**src/rtl/dtmr_pkg.sv**
```systemverilog
package dtmr_pkg;

    localparam int DATA_W  = 32;
    localparam int PHASE_W = 8;
    localparam int BANK_SH = 5;

    typedef enum logic [1:0] {
        RSP_OK       = 2'b00,
        RSP_MISALIGN = 2'b01,
        RSP_UNMAPPED = 2'b10
    } bus_rsp_e;

    typedef enum logic [1:0] {
        PSC_DIV1   = 2'b00,
        PSC_DIV16  = 2'b01,
        PSC_DIV256 = 2'b10,
        PSC_RSVD   = 2'b11
    } psc_code_e;

    typedef enum logic [1:0] {
        SLOT_RELOAD = 2'b00,
        SLOT_COUNT  = 2'b01,
        SLOT_CTRL   = 2'b10,
        SLOT_ACK    = 2'b11
    } slot_e;

    typedef struct packed {
        logic      enable;
        logic      periodic;
        psc_code_e psc;
    } tmr_ctrl_t;

    // Terminal phase value for each prescale code; the reserved code behaves as divide-by-1.
    function automatic logic [PHASE_W-1:0] psc_limit(input psc_code_e code);
        case (code)
            PSC_DIV16:  psc_limit = 8'd15;
            PSC_DIV256: psc_limit = 8'd255;
            default:    psc_limit = 8'd0;
        endcase
    endfunction

    function automatic logic [DATA_W-1:0] ctrl_to_word(input tmr_ctrl_t c);
        ctrl_to_word = {24'b0, c.enable, c.periodic, 2'b00, c.psc, 2'b00};
    endfunction

endpackage

```
**src/rtl/dtmr_decode.sv**
```systemverilog
module dtmr_decode
    import dtmr_pkg::*;
#(
    parameter int N_TIMERS = 2,
    parameter int ADDR_W   = 8,
    localparam int BANK_IW = ADDR_W - BANK_SH
) (
    input  logic                bus_sel,
    input  logic                bus_we,
    input  logic [ADDR_W-1:0]   bus_addr,
    output bus_rsp_e            rsp,
    output logic [BANK_IW-1:0]  bank,
    output slot_e               slot,
    output logic [N_TIMERS-1:0] wr_reload,
    output logic [N_TIMERS-1:0] wr_ctrl,
    output logic [N_TIMERS-1:0] wr_ack
);

    logic misaligned;
    logic in_bank_hole;
    logic bank_present;
    logic hit;

    assign bank         = bus_addr[ADDR_W-1:BANK_SH];
    assign slot         = slot_e'(bus_addr[3:2]);
    assign misaligned   = (bus_addr[1:0] != 2'b00);
    assign in_bank_hole = (bus_addr[BANK_SH-1:4] != '0);
    assign bank_present = (32'(bank) < N_TIMERS);

    always_comb begin
        if (!bus_sel)                        rsp = RSP_OK;
        else if (misaligned)                 rsp = RSP_MISALIGN;
        else if (!bank_present || in_bank_hole) rsp = RSP_UNMAPPED;
        else                                 rsp = RSP_OK;
    end

    assign hit = bus_sel && bus_we && !misaligned && bank_present && !in_bank_hole;

    for (genvar g = 0; g < N_TIMERS; g++) begin : g_strobe
        logic this_bank;
        assign this_bank    = hit && (bank == BANK_IW'(g));
        assign wr_reload[g] = this_bank && (slot == SLOT_RELOAD);
        assign wr_ctrl[g]   = this_bank && (slot == SLOT_CTRL);
        assign wr_ack[g]    = this_bank && (slot == SLOT_ACK);
    end

endmodule

```
**src/rtl/dtmr_prescaler.sv**
```systemverilog
module dtmr_prescaler
    import dtmr_pkg::*;
(
    input  logic      clk,
    input  logic      rst,
    input  logic      enable,
    input  logic      restart,
    input  psc_code_e code,
    output logic      tick
);

    logic [PHASE_W-1:0] phase_q;
    logic [PHASE_W-1:0] limit;

    assign limit = psc_limit(code);
    // A restarting cycle never ticks, so the first decrement lands one full period later.
    assign tick  = enable && !restart && (phase_q == limit);

    always_ff @(posedge clk) begin
        if (rst || restart || !enable) begin
            phase_q <= '0;
        end else if (phase_q == limit) begin
            phase_q <= '0;
        end else begin
            phase_q <= phase_q + PHASE_W'(1);
        end
    end

    // the phase never runs past the divisor chosen by the current code
    a_r8_phase_in_range: assert property (@(posedge clk) disable iff (rst)
        phase_q <= psc_limit(code));

    // the edge after a restart always starts counting from phase zero
    a_r9_restart_quiet: assert property (@(posedge clk) disable iff (rst)
        restart |=> (phase_q == '0));

endmodule

```
**src/rtl/dtmr_channel.sv**
```systemverilog
module dtmr_channel
    import dtmr_pkg::*;
#(
    parameter int CNT_W = 16
) (
    input  logic             clk,
    input  logic             rst,
    input  logic             wr_reload,
    input  logic             wr_ctrl,
    input  logic             wr_ack,
    input  logic [CNT_W-1:0] wdata_cnt,
    input  tmr_ctrl_t        wdata_ctrl,
    output logic [CNT_W-1:0] reload_o,
    output logic [CNT_W-1:0] count_o,
    output tmr_ctrl_t        ctrl_o,
    output logic             irq_o
);

    tmr_ctrl_t        ctrl_q;
    logic [CNT_W-1:0] reload_q;
    logic [CNT_W-1:0] count_q;
    logic             flag_q;
    logic             tick;
    logic             at_zero;
    logic             wrap_evt;
    logic             periodic_w;

    always_ff @(posedge clk) begin
        if (rst) begin
            ctrl_q <= '{enable: 1'b0, periodic: 1'b0, psc: PSC_DIV1};
        end else if (wr_ctrl) begin
            ctrl_q <= wdata_ctrl;
        end
    end

    dtmr_prescaler u_psc (
        .clk     (clk),
        .rst     (rst),
        .enable  (ctrl_q.enable),
        .restart (wr_ctrl),
        .code    (ctrl_q.psc),
        .tick    (tick)
    );

    assign at_zero    = (count_q == '0);
    assign wrap_evt   = tick && at_zero && !wr_reload;
    assign periodic_w = ctrl_q.periodic;

    always_ff @(posedge clk) begin
        if (rst) begin
            reload_q <= '0;
            count_q  <= '0;
        end else if (wr_reload) begin
            reload_q <= wdata_cnt;
            count_q  <= wdata_cnt;
        end else if (tick) begin
            count_q  <= at_zero ? reload_q : (count_q - CNT_W'(1));
        end
    end

    // A wrap and an acknowledge on the same edge leave the flag set: no event is lost.
    always_ff @(posedge clk) begin
        if (rst) begin
            flag_q <= 1'b0;
        end else if (wrap_evt && periodic_w) begin
            flag_q <= 1'b1;
        end else if (wr_ack) begin
            flag_q <= 1'b0;
        end
    end

    assign reload_o = reload_q;
    assign count_o  = count_q;
    assign ctrl_o   = ctrl_q;
    assign irq_o    = flag_q;

    // a reload write lands in the count on the following cycle
    a_r4_reload_copies: assert property (@(posedge clk) disable iff (rst)
        wr_reload |=> (count_q == $past(wdata_cnt)));

    // a tick on a nonzero count steps it down by exactly one
    a_r5_step_down: assert property (@(posedge clk) disable iff (rst)
        (tick && !wr_reload && count_q != '0) |=> (count_q == $past(count_q) - CNT_W'(1)));

    // the flag only ever rises out of periodic mode
    a_r6_flag_only_periodic: assert property (@(posedge clk) disable iff (rst)
        $rose(flag_q) |-> $past(periodic_w));

    // an acknowledge with no coinciding tick leaves the flag low
    a_r7_ack_clears: assert property (@(posedge clk) disable iff (rst)
        (wr_ack && !tick) |=> !flag_q);

    // a disabled timer keeps its count unless software reloads it
    a_r10_hold_when_off: assert property (@(posedge clk) disable iff (rst)
        (!ctrl_q.enable && !wr_reload) |=> $stable(count_q));

endmodule

```
**src/rtl/dual_timer_top.sv**
```systemverilog
module dual_timer_top
    import dtmr_pkg::*;
#(
    parameter int N_TIMERS = 2,
    parameter int CNT_W    = 16,
    parameter int ADDR_W   = 8
) (
    input  logic              clk,
    input  logic              rst,
    input  logic              bus_sel,
    input  logic              bus_we,
    input  logic [ADDR_W-1:0] bus_addr,
    input  logic [31:0]       bus_wdata,
    output logic [31:0]       bus_rdata,
    output logic [1:0]        bus_resp,
    output logic              irq
);

    localparam int BANK_IW = ADDR_W - BANK_SH;

    bus_rsp_e             rsp;
    logic [BANK_IW-1:0]   bank;
    slot_e                slot;
    logic [N_TIMERS-1:0]  wr_reload;
    logic [N_TIMERS-1:0]  wr_ctrl;
    logic [N_TIMERS-1:0]  wr_ack;
    logic [N_TIMERS-1:0]  ch_irq;
    logic [CNT_W-1:0]     ch_reload [N_TIMERS];
    logic [CNT_W-1:0]     ch_count  [N_TIMERS];
    tmr_ctrl_t            ch_ctrl   [N_TIMERS];
    tmr_ctrl_t            wctrl;
    logic                 unused_hi_bits;

    dtmr_decode #(
        .N_TIMERS (N_TIMERS),
        .ADDR_W   (ADDR_W)
    ) u_dec (
        .bus_sel   (bus_sel),
        .bus_we    (bus_we),
        .bus_addr  (bus_addr),
        .rsp       (rsp),
        .bank      (bank),
        .slot      (slot),
        .wr_reload (wr_reload),
        .wr_ctrl   (wr_ctrl),
        .wr_ack    (wr_ack)
    );

    assign wctrl          = '{enable: bus_wdata[7], periodic: bus_wdata[6],
                              psc: psc_code_e'(bus_wdata[3:2])};
    assign unused_hi_bits = ^bus_wdata[31:CNT_W];

    for (genvar g = 0; g < N_TIMERS; g++) begin : g_tmr
        dtmr_channel #(
            .CNT_W (CNT_W)
        ) u_ch (
            .clk        (clk),
            .rst        (rst),
            .wr_reload  (wr_reload[g]),
            .wr_ctrl    (wr_ctrl[g]),
            .wr_ack     (wr_ack[g]),
            .wdata_cnt  (bus_wdata[CNT_W-1:0]),
            .wdata_ctrl (wctrl),
            .reload_o   (ch_reload[g]),
            .count_o    (ch_count[g]),
            .ctrl_o     (ch_ctrl[g]),
            .irq_o      (ch_irq[g])
        );
    end

    always_comb begin
        bus_rdata = '0;
        if (bus_sel && rsp == RSP_OK) begin
            for (int i = 0; i < N_TIMERS; i++) begin
                if (bank == BANK_IW'(i)) begin
                    case (slot)
                        SLOT_RELOAD: bus_rdata = 32'(ch_reload[i]);
                        SLOT_COUNT:  bus_rdata = 32'(ch_count[i]);
                        SLOT_CTRL:   bus_rdata = ctrl_to_word(ch_ctrl[i]);
                        default:     bus_rdata = '0;
                    endcase
                end
            end
        end
    end

    assign bus_resp = rsp;
    assign irq      = |ch_irq;

    // a misaligned access strobes no register in any bank
    a_r11_misaligned_quiet: assert property (@(posedge clk) disable iff (rst)
        (bus_sel && bus_resp == 2'b01) |-> ((wr_reload | wr_ctrl | wr_ack) == '0));

    // an unmapped access strobes nothing and returns zero data
    a_r12_unmapped_quiet: assert property (@(posedge clk) disable iff (rst)
        (bus_sel && bus_resp == 2'b10) |-> (((wr_reload | wr_ctrl | wr_ack) == '0) && bus_rdata == '0));

    // one access touches at most one register
    a_r2_single_target: assert property (@(posedge clk) disable iff (rst)
        $onehot0({wr_reload, wr_ctrl, wr_ack}));

endmodule

```
**config.mk**
```make
export PLATFORM = sky130hd
export DESIGN_NAME = dual_timer_top
export DESIGN_NICKNAME = d
export VERILOG_FILES = /design/src/rtl/dtmr_pkg.sv /design/src/rtl/dtmr_decode.sv /design/src/rtl/dtmr_prescaler.sv /design/src/rtl/dtmr_channel.sv /design/src/rtl/dual_timer_top.sv
export SDC_FILE = /design/constraint.sdc
export NUM_CORES = 1
export LEC_CHECK = 0
export CORE_AREA = 2 2 99 172
export CTS_CLUSTER_SIZE = 25
export DETAILED_ROUTE_END_ITERATION = 12
export DIE_AREA = 0 0 101 174
export SLEW_MARGIN = 0
export SYNTH_ARGS = -nofsm -noshare
export SYNTH_HDL_FRONTEND = slang
export SYNTH_SLANG_ARGS = --single-unit
```
**constraint.sdc**
```tcl
create_clock -name clk -period 4.5 [get_ports clk]
set_input_delay 0.9 -clock clk [delete_from_list [all_inputs] [get_ports clk]]
set_output_delay 0.9 -clock clk [all_outputs]
set_load 0.05 [all_outputs]
```
# After elaboration in Yosys (flattened, before gate mapping)
# Cells that the tools add are included.
[totals]
ff_bits = 90
in_bits = 44
out_inout_bits = 35
word_cells = 99
[op_classes]
addsub = 4
order_cmp = 1
n_eq_ne = 10
mux = 20
n_reduce_logical = 50
[op_table]
columns = ["op", "n"]
rows = [
  ["two-way mux 16 bit", 7],
  ["case mux 16 bit (3 select lines)", 2],
  ["two-way mux 32 bit", 2],
  ["logical NOT 16 bit", 2],
  ["case mux 8 bit (2 select lines)", 2],
  ["subtractor 16 x 1 -> 16 bit, second input constant", 2],
  ["logical AND 1 bit", 23],
  ["adder 8 x 1 -> 8 bit, second input constant", 2],
  ["== test 8 bit", 2],
  ["nonzero test 2 bit", 5],
  ["logical NOT 1 bit", 9],
  ["== test 2 bit, second input constant", 4],
  ["== test 2 x 1 -> 1 bit, second input constant", 3],
  ["two-way mux 2 bit", 3],
  ["OR reduction 2 bit", 3],
  ["logical OR 1 bit", 5],
  ["logical NOT 2 bit", 2],
  ["two-way mux 1 bit", 4],
  ["== test 3 x 1 -> 1 bit, second input constant", 1],
  ["logical NOT 3 bit", 1],
  ["< comparator 3 x 2 -> 1 bit, second input constant", 1],
]

# Longest topological paths before layout
# Gate-level depths: netlist (run 1).
[depth]
depth_word = 14
mapped_depth = 10
ltp_nobuf = 8

# By module
# From an unflattened synthesis (run 1), not the netlist that was laid out.
[hier_totals]
cells_unflattened = 671
hier_area_um2 = 5654.2
[modules_own_cells]
columns = ["module", "n_inst", "cells_per_inst", "area_per_inst_um2"]
rows = [
  ["dtmr_channel", 2, 224, 1899.3],
  ["dual_timer_top", 1, 107, 849.6],
  ["dtmr_prescaler", 2, 47, 424.2],
  ["dtmr_decode", 1, 22, 157.7],
]

# Worst setup path after synthesis (run 1)
# OpenSTA, ideal clock, no wires.
[synth_timing]
kind = "input -> output"
startpoint = "input bus_addr[2]"
endpoint = "output bus_rdata[14]"
t_arrival_ns = 4.244
slack_ns = -0.644
cell_stages = 4
path_buffers = 2
cell_sequence = "clkbuf_1 buf_1 a221oi_1 a2111oi_0"
[synth_between]
elab_chain_len = 5
word_cells_on_any_way = 8
classes_between = "eq/ne (2); mux (5); reduce/logical (1)"
[synth_lines]
columns = ["item", "line_no", "source"]
rows = [
  ["from (decl)", "dual_timer_top.sv:12", "input logic [ADDR_W-1:0] bus_addr,"],
  ["== test 2 bit, or another cell as far along", "dual_timer_top.sv:76", "case (slot)"],
  ["case mux 16 bit (3 select lines)", "dual_timer_top.sv:76", ""],
  ["two-way mux 16 bit", "dual_timer_top.sv:75", "if (bank == BANK_IW'(i)) begin"],
  ["two-way mux 32 bit (*)", "dual_timer_top.sv:75", ""],
  ["two-way mux 32 bit (*)", "dual_timer_top.sv:73", "if (bus_sel && rsp == RSP_OK) begin"],
  ["to (decl)", "dual_timer_top.sv:14", "output logic [31:0] bus_rdata,"],
]
# Every way passes the cells marked *; elsewhere a longest branch is shown, timed or not.

# Worst setup path in the final report (run 1)
[layout_timing]
startpoint = "input bus_addr[6]"
endpoint = "output bus_rdata[14]"
[layout_between]
elab_chain_len = 9
word_cells_on_any_way = 13
classes_between = "order compare (1); eq/ne (1); mux (6); reduce/logical (5)"
[layout_lines]
columns = ["item", "line_no", "source"]
rows = [
  ["< comparator 3 x 2 -> 1 bit", "dtmr_decode.sv:28", "assign bank_present = (32'(bank) < N_TIMERS);"],
  ["logical NOT 1 bit", "dtmr_decode.sv:33", "else if (!bank_present || in_bank_hole) rsp = RSP_UNMAPPED;"],
  ["logical OR 1 bit", "dtmr_decode.sv:33", ""],
  ["two-way mux 2 bit", "dtmr_decode.sv:33", ""],
  ["two-way mux 2 bit", "dtmr_decode.sv:32", "else if (misaligned) rsp = RSP_MISALIGN;"],
  ["two-way mux 2 bit", "dtmr_decode.sv:31", "if (!bus_sel) rsp = RSP_OK;"],
  ["logical NOT 2 bit", "dual_timer_top.sv:73", ""],
  ["logical AND 1 bit", "dual_timer_top.sv:73", ""],
  ["two-way mux 32 bit (*)", "dual_timer_top.sv:73", ""],
]
# Marked as above.

==> summary.txt, run 1 <==
Pwr
  • Pint: 0.001269 W
  • PD cells: 256.2 nW/um2
  • Reg power frac: 0.475
  • Combinational Power Share: 0.077
  • Sw power: 0.0004097 W
  • Sw Ratio: 0.2440
  • Worst VDD drop: 0.1256 mV
  • LEAKAGE: 2.307 nW
  • Clk pwr share: 0.449

CTS
  • Clk pin slew, worst setup/hold paths: 0.07 ns
  • # resized after CTS: 0
  • CTS Sinks: 90
  • Clock tree buffer depth: 2
  • Postcts setup bufs: 0
  • Clock latency on the worst-skew pair: 0.35 ns
  • Hold_buf cts: 0
  • H-tree Lvls: 3
  • CTS root buf: clkbuf_16
  • CTS buffer count: 9
  • CTS tree: yes

Yosys
  • Sequential fraction of the synthesis area: 0.3256
  • Post-Synth XOR/XNOR Area: 0.03166
  • Complex-gate fraction of the synthesized area: 0.2108
  • EDFF count, synth: 0
  • Mapped Area: 5533 um2
  • Synth Warn #: 0
  • Mux share of post-synthesis cell area: 0.07644
  • Synth Area per Inst: 7.706 um2
  • #FFs+latches synth: 90
  • Synth cell types: 64
  • Top_reg_cell synth: dfxtp_1
  • Asr flop ratio synth: 0
  • Synth Area in Simple Gates: 0.2702
  • Main combinational cell family by area after synthesis: simple AND/OR/NAND/NOR gates
  • Synth Area in Adders: 0.01809
  • Mapped Cells: 718

Worst setup path
  • Worst setup EP type: primary output
  • Startpoint types: primary input
  • Crit Path Max Fanout: 7
  • Worst EP required: 3.60 ns
  • CP Class: in2out
  • FF-to-FF path depth: 8
  • Arrival @ worst endpoint: 2.90 ns

Routing
  • Post-route antenna net violation count: 0
  • Residual DRC: 0
  • Total Wirelength: 16670 um
  • TritonRoute pass-1 iters: 5
  • Via density: 5.593
  • Wire per inst: 17.67 um
  • Vias: 5274
  • 1st-iter DRT viols: 310

Layout
  • Nets@finish: 798
  • Final Instance Count excl. Fillers: 943
  • Layout area overhead: 18.43%
  • Antenna Cells: 0
  • Layout cells sized above 1: 0.1039
  • Util after Layout: 0.4022

Worst hold path
  • Worst hold path class: reg2reg
  • Min-Delay Path Depth: 2

Timing
  • Count of pins over their slew limit: 0
  • Fin. Hold Viols: 0
  • Period utilization: 0.8442
  • RSZ-0062 raised after global routing: no
  • FMAX: 0.2632 GHz
  • Setup tns final: 0 ns
  • Clk_skew: 0.005559 ns
  • # setup viols final: 0
  • Slew margin rel.: 0.2680
  • Minimum clock period: 3.799 ns
  • Worst Tran Pin Value: 1.098 ns
  • Worst hold slack: 0.4682 ns

Flow run
  • Max-Cap Viols: 0

Floorplan
  • # IOs: 79
  • Core Rows: 62
  • Die area: 17570 um2
  • Core Region: 16290 um2
  • Chip width: 101 um
  • Initial Utilization: 0.3396
  • Die H: 174 um

Place
  • Port bufs: 46
  • Dpl cells: 927
  • Final Wtd Congestion: 0.8544
  • Dpl hpwl: 12410 um

Global route
  • Total gr overflow: 0
  • First-pass GRT wire length: 26450 um
  • Largest net degree at the start of global routing: 35
  • Antenna violations before repair: 0
  • Tot GR Track Use: 0.1917
  • Vias in the first global route: 4997

Status
  • Status: completed
[critical path, stage by stage]
cell and delay (ns):
clkdlybuf4s50_1 0.53, nor3_1 0.48, nand2_1 0.19, a2111oi_1 0.44, buf_4 0.22, buf_12 0.13
[Yosys cell counts, drive strengths merged, types with 3 or more instances]
library cell | number | area share
nor2 | 102 | 0.069
nand2 | 101 | 0.069
dfxtp | 90 | 0.33
a21oi | 58 | 0.053
mux2i | 40 | 0.072
o21ai | 36 | 0.033
buf | 33 | 0.040
clkbuf | 29 | 0.020
nor3 | 27 | 0.026
a211oi | 25 | 0.036
nor4 | 15 | 0.024
nand3 | 14 | 0.013
or3 | 13 | 0.016
o22a | 11 | 0.017
inv | 10 | 0.0068
xnor2 | 10 | 0.016
xor2 | 10 | 0.016
ha | 8 | 0.018
nand4 | 8 | 0.011
a22oi | 6 | 0.0081
and4 | 5 | 0.0079
nor3b | 5 | 0.0077
or2 | 5 | 0.0057
a22o | 4 | 0.0063
nand2b | 4 | 0.0045
o22ai | 4 | 0.0045
a31oi | 3 | 0.0034
o31ai | 3 | 0.0041
o41ai | 3 | 0.012
or3b | 3 | 0.0047
[final timing paths]
check,startpoint,end,slack [ns]
hold / removal,g_tmr[1].u_ch.reload_o[9],g_tmr[1].u_ch.reload_o[9],0.47
hold reg to reg,g_tmr[1].u_ch.reload_o[9],g_tmr[1].u_ch.reload_o[9],0.47
setup / recovery,bus_addr[6],bus_rdata[14],0.70
setup reg to reg,g_tmr[1].u_ch.count_o[0],g_tmr[1].u_ch.count_o[14],1.80
[sequential cells by signal (all words and copies together) (netlist names)]
signal / flops
g_tmr.u_ch.irq_o: 2
g_tmr.u_ch.reload_o: 32
g_tmr.u_ch.count_o: 32
g_tmr.u_ch.ctrl_o: 6
g_tmr.u_ch.periodic_w: 2
g_tmr.u_ch.u_psc.phase_q: 16
[layout make-up]
type	count	area, um2
clock inverter	3	21.27
timing repair buffer	64	745.7
inverter	10	37.54
multi-input combinational	571	3426
clock buffer	13	280.3
tap	192	240.2
sequential	90	1802
fill	1696	9738
[power groups by stage]
stage	Sequential (W)	Clock, W	Combinational, W
6_report	0.000797	0.000753	0.000129
5_1_grt	0.000796	0.000797	0.000135
4_1_cts	0.000797	0.000768	0.000128
3_5_place_dp	0.000815	0	0.000127
3_3_place_gp	0.000815	0	0.000127
2_1_floorplan	0.000815	0	0.0000837
[cells in the final DEF (no fill, tap or decap), types with 5 or more instances in the layout]
master	count
inv_1	10
xnor2_1	10
nor4_1	10
mux2i_1	40
buf_4	18
clkdlybuf4s50_1	28
nand4_1	6
nand3_1	14
nor3_1	24
xor2_1	10
nor2_1	102
a22oi_1	6
o21ai_0	28
ha_1	8
buf_12	16
o21ai_1	8
a21oi_1	57
conb_1	16
a211oi_1	23
clkbuf_16	9
dfxtp_1	90
nand2_1	101
or3_1	12
or2_2	5
and4_1	5
o22a_1	11
[through the flow]
step / total power [W] / area [um2] / worst slack [ns]
final: 0.001679 / 6553 / 0.7010
after global routing: 0.001728 / 6553 / 0.5688
after CTS: 0.001692 / 6553 / 0.6622
after detailed placement: 0.0009418 / 6251 / 0.6802
after global placement: 0.0009420 / 6251 / 0.7005
after floorplan: 0.0008983 / 5590 / 0.01813
[logic make-up (layout without fill, tap and decap cells)]
kind of cell / Yosys count / count (layout)
AOI/OAI and AO/OA: 175 / 175
DFF: 90 / 90
muxes: 42 / 42
adders and majority gates: 8 / 8
other: 1 / 16
buffers and inverters: 72 / 90
xor gates and xnor gates: 20 / 20
and+or+nand+nor: 310 / 310
[metal layers]
| layer | GRT usage | vias up | share of wire |
|---|---|---|---|
| li1 | - | 2588 | - |
| met1 | 0.2187 | 2502 | 0.39 |
| met2 | 0.3419 | 144 | 0.54 |
| met3 | 0.01729 | 40 | 0.035 |
| met4 | 0.1070 | 0 | 0.043 |
| met5 | 0 | - | 0 |
Note: power is estimated with default switching activity, not from simulation.
==> run 2: changes to the inputs <==
Clock period 4.5 ns to 3.3 ns, I/O delays scaled along.
==> summary.txt, run 2 (synthesized netlist as in run 1, its figures left out) <==
Worst hold path
  • Worst hold path class: reg2reg
  • Min-Delay Path Depth: 2 (unchanged)

Layout
  • Fillcell total: 1664 (-1.9%)
  • Layout area overhead: 22.55%
  • Nets@finish: 816 (+2.3%)
  • Commonest non-fill, non-tap cell in the layout: nor2_1
  • Most frequent cells in the layout: 102 x nor2_1, 101 x nand2_1, 90 x dfxtp_1
  • Layout cells sized above 1: 0.1274 (+0.02358)
  • Antenna Cells: 0 (unchanged)
  • Final Instance Area: 6780 um2 (+3.5%)

CTS
  • # resized after CTS: 0 (unchanged)
  • H-tree Lvls: 3 (unchanged)
  • CTS buffer count: 9 (unchanged)
  • Hold_buf cts: 0 (unchanged)
  • Postcts setup bufs: 0 (unchanged)
  • Clock latency on the worst-skew pair: 0.35 ns (about the same)
  • Clock tree buffer depth: 2 (unchanged)
  • CTS Sinks: 90 (unchanged)
  • CTS tree: yes
  • CTS root buf: clkbuf_16
  • Clk pin slew, worst setup/hold paths: 0.07 ns (about the same)

Worst setup path
  • CP Class: in2out
  • Arrival @ worst endpoint: 2.49 ns (-0.41 ns)
  • Crit Path Max Fanout: 7 (unchanged)
  • Startpoint types: primary input
  • FF-to-FF path depth: 6 (-2)
  • Worst setup EP type: primary output
  • Worst EP required: 2.64 ns (-0.96 ns)

Floorplan
  • # IOs: 79 (unchanged)
  • Initial Utilization: 0.3396 (unchanged)
  • Core Region: 16290 um2 (unchanged)
  • Die H: 174 um (unchanged)
  • Chip width: 101 um (unchanged)
  • Core Rows: 62 (unchanged)
  • Die area: 17570 um2 (unchanged)

Routing
  • Residual DRC: 0 (unchanged)
  • Vias: 5315 (+0.78%)
  • TritonRoute pass-1 iters: 5 (unchanged)
  • Wire per inst: 17.39 um (-1.6%)
  • Post-route antenna net violation count: 0 (unchanged)
  • Via density: 5.531 (-1.1%)
  • Total Wirelength: 16710 um (+0.26%)
  • 1st-iter DRT viols: 219 (-29%)

Pwr
  • Worst VDD drop: 0.2030 mV (+62%)
  • PD cells: 355.5 nW/um2 (+39%)
  • LEAKAGE: 2.412 nW (+4.5%)

Timing
  • Fin. Hold Viols: 0 (unchanged)
  • Period utilization: 0.9541
  • Setup tns final: 0 ns (unchanged)
  • FMAX: 0.3176 GHz
  • Minimum clock period: 3.149 ns
  • # setup viols final: 0 (unchanged)
  • Slew margin rel.: 0.5195 (+0.2514)
  • Count of pins over their slew limit: 0 (unchanged)
  • Clk_skew: 0.01009 ns (+0.004528 ns)
  • Worst Tran Pin Value: 0.7153 ns (-0.3827 ns)
  • RSZ-0062 raised after global routing: no

Global route
  • Largest net degree at the start of global routing: 35 (unchanged)
  • Tot GR Track Use: 0.1938 (+0.002062)
  • Vias in the first global route: 5246 (+5.0%)
  • First-pass GRT wire length: 26800 um (+1.3%)
  • Total gr overflow: 0 (unchanged)
  • Antenna violations before repair: 0 (unchanged)

Place
  • Placed instance area: 6451 um2 (+3.2%)
  • Dpl hpwl: 12440 um (+0.24%)
  • Port bufs: 46 (unchanged)
  • Final Wtd Congestion: 0.8346 (-2.3%)

Status
  • Status: completed

Flow run
  • Max-Cap Viols: 0 (unchanged)
==> run 2: changes by cell type in the layout (fill, tap and decap cells not counted) <==
cell	change
buf_4	+15
buf_12	+4
clkbuf_8	-3
clkinvlp_4	+3
bufinv_16	+2
a2111oi_1	-1
a2111oi_4	+1
clkdlybuf4s50_1	-1
clkinv_2	-1
clkinv_4	-1
==> run 2: final cells by class <==
class | instances | area, um2 | share of cell area
clock buffers | 10 | 239.0 | 0.03525
clock inverters | 6 | 90.09 | 0.01329
inverters | 10 | 37.54 | 0.005536
multi-input cells | 571 | 3443 | 0.5078
flip-flops and latches | 90 | 1802 | 0.2657
well taps | 192 | 240.2 | 0.03543
repair buffers | 82 | 928.4 | 0.1369
==> run 2: worst paths after layout <==
path                                               start                        end  slack, ns
worst max register to register  g_tmr[1].u_ch.count_o[4]  g_tmr[1].u_ch.count_o[13]       0.90
worst max-delay path                         bus_addr[6]              bus_rdata[14]       0.15
worst min register to register       g_tmr[0].u_ch.irq_o        g_tmr[0].u_ch.irq_o       0.47
worst min-delay path                 g_tmr[0].u_ch.irq_o        g_tmr[0].u_ch.irq_o       0.47
==> run 2: layer usage <==
layer / part of all wire / GRT usage / routed length, um / up-vias
met2: 0.54 / 0.3575 / 9009 / 140
li1: - / - / - / 2629
met3: 0.034 / 0.02010 / 573 / 43
met4: 0.037 / 0.08559 / 611 / 0
met5: 0 / 0 / 0 / -
met1: 0.39 / 0.2187 / 6513 / 2503
==> run 2: where the power goes <==
group	switching (W)	total, W	internal, W
clock	0.000456	0.00114	0.000684
sequential	0.000000341	0.00109	0.00109
combinational	0.000125	0.000184	0.0000585
==> run 2: stage by stage <==
stage	total power, W	utilization	setup WS [ns]	hold WS, ns	instances
after floorplan	0.001226	-	0.2210	0.4370	733
after global placement	0.001293	0.3960	0.1600	0.4474	945
after detailed placement	0.001293	0.3960	0.1646	0.4607	945
after CTS	0.002433	0.4162	0.1583	0.4700	961
after global routing	0.002486	0.4162	0.04205	0.4838	961
final	0.002410	0.4162	0.1514	0.4698	961
==> run 2: critical path: stages <==
cell and delay (ns):
clkdlybuf4s50_1 0.54, nor3_2 0.31, buf_4 0.21, a22oi_1 0.11, a2111oi_4 0.47, buf_12 0.19
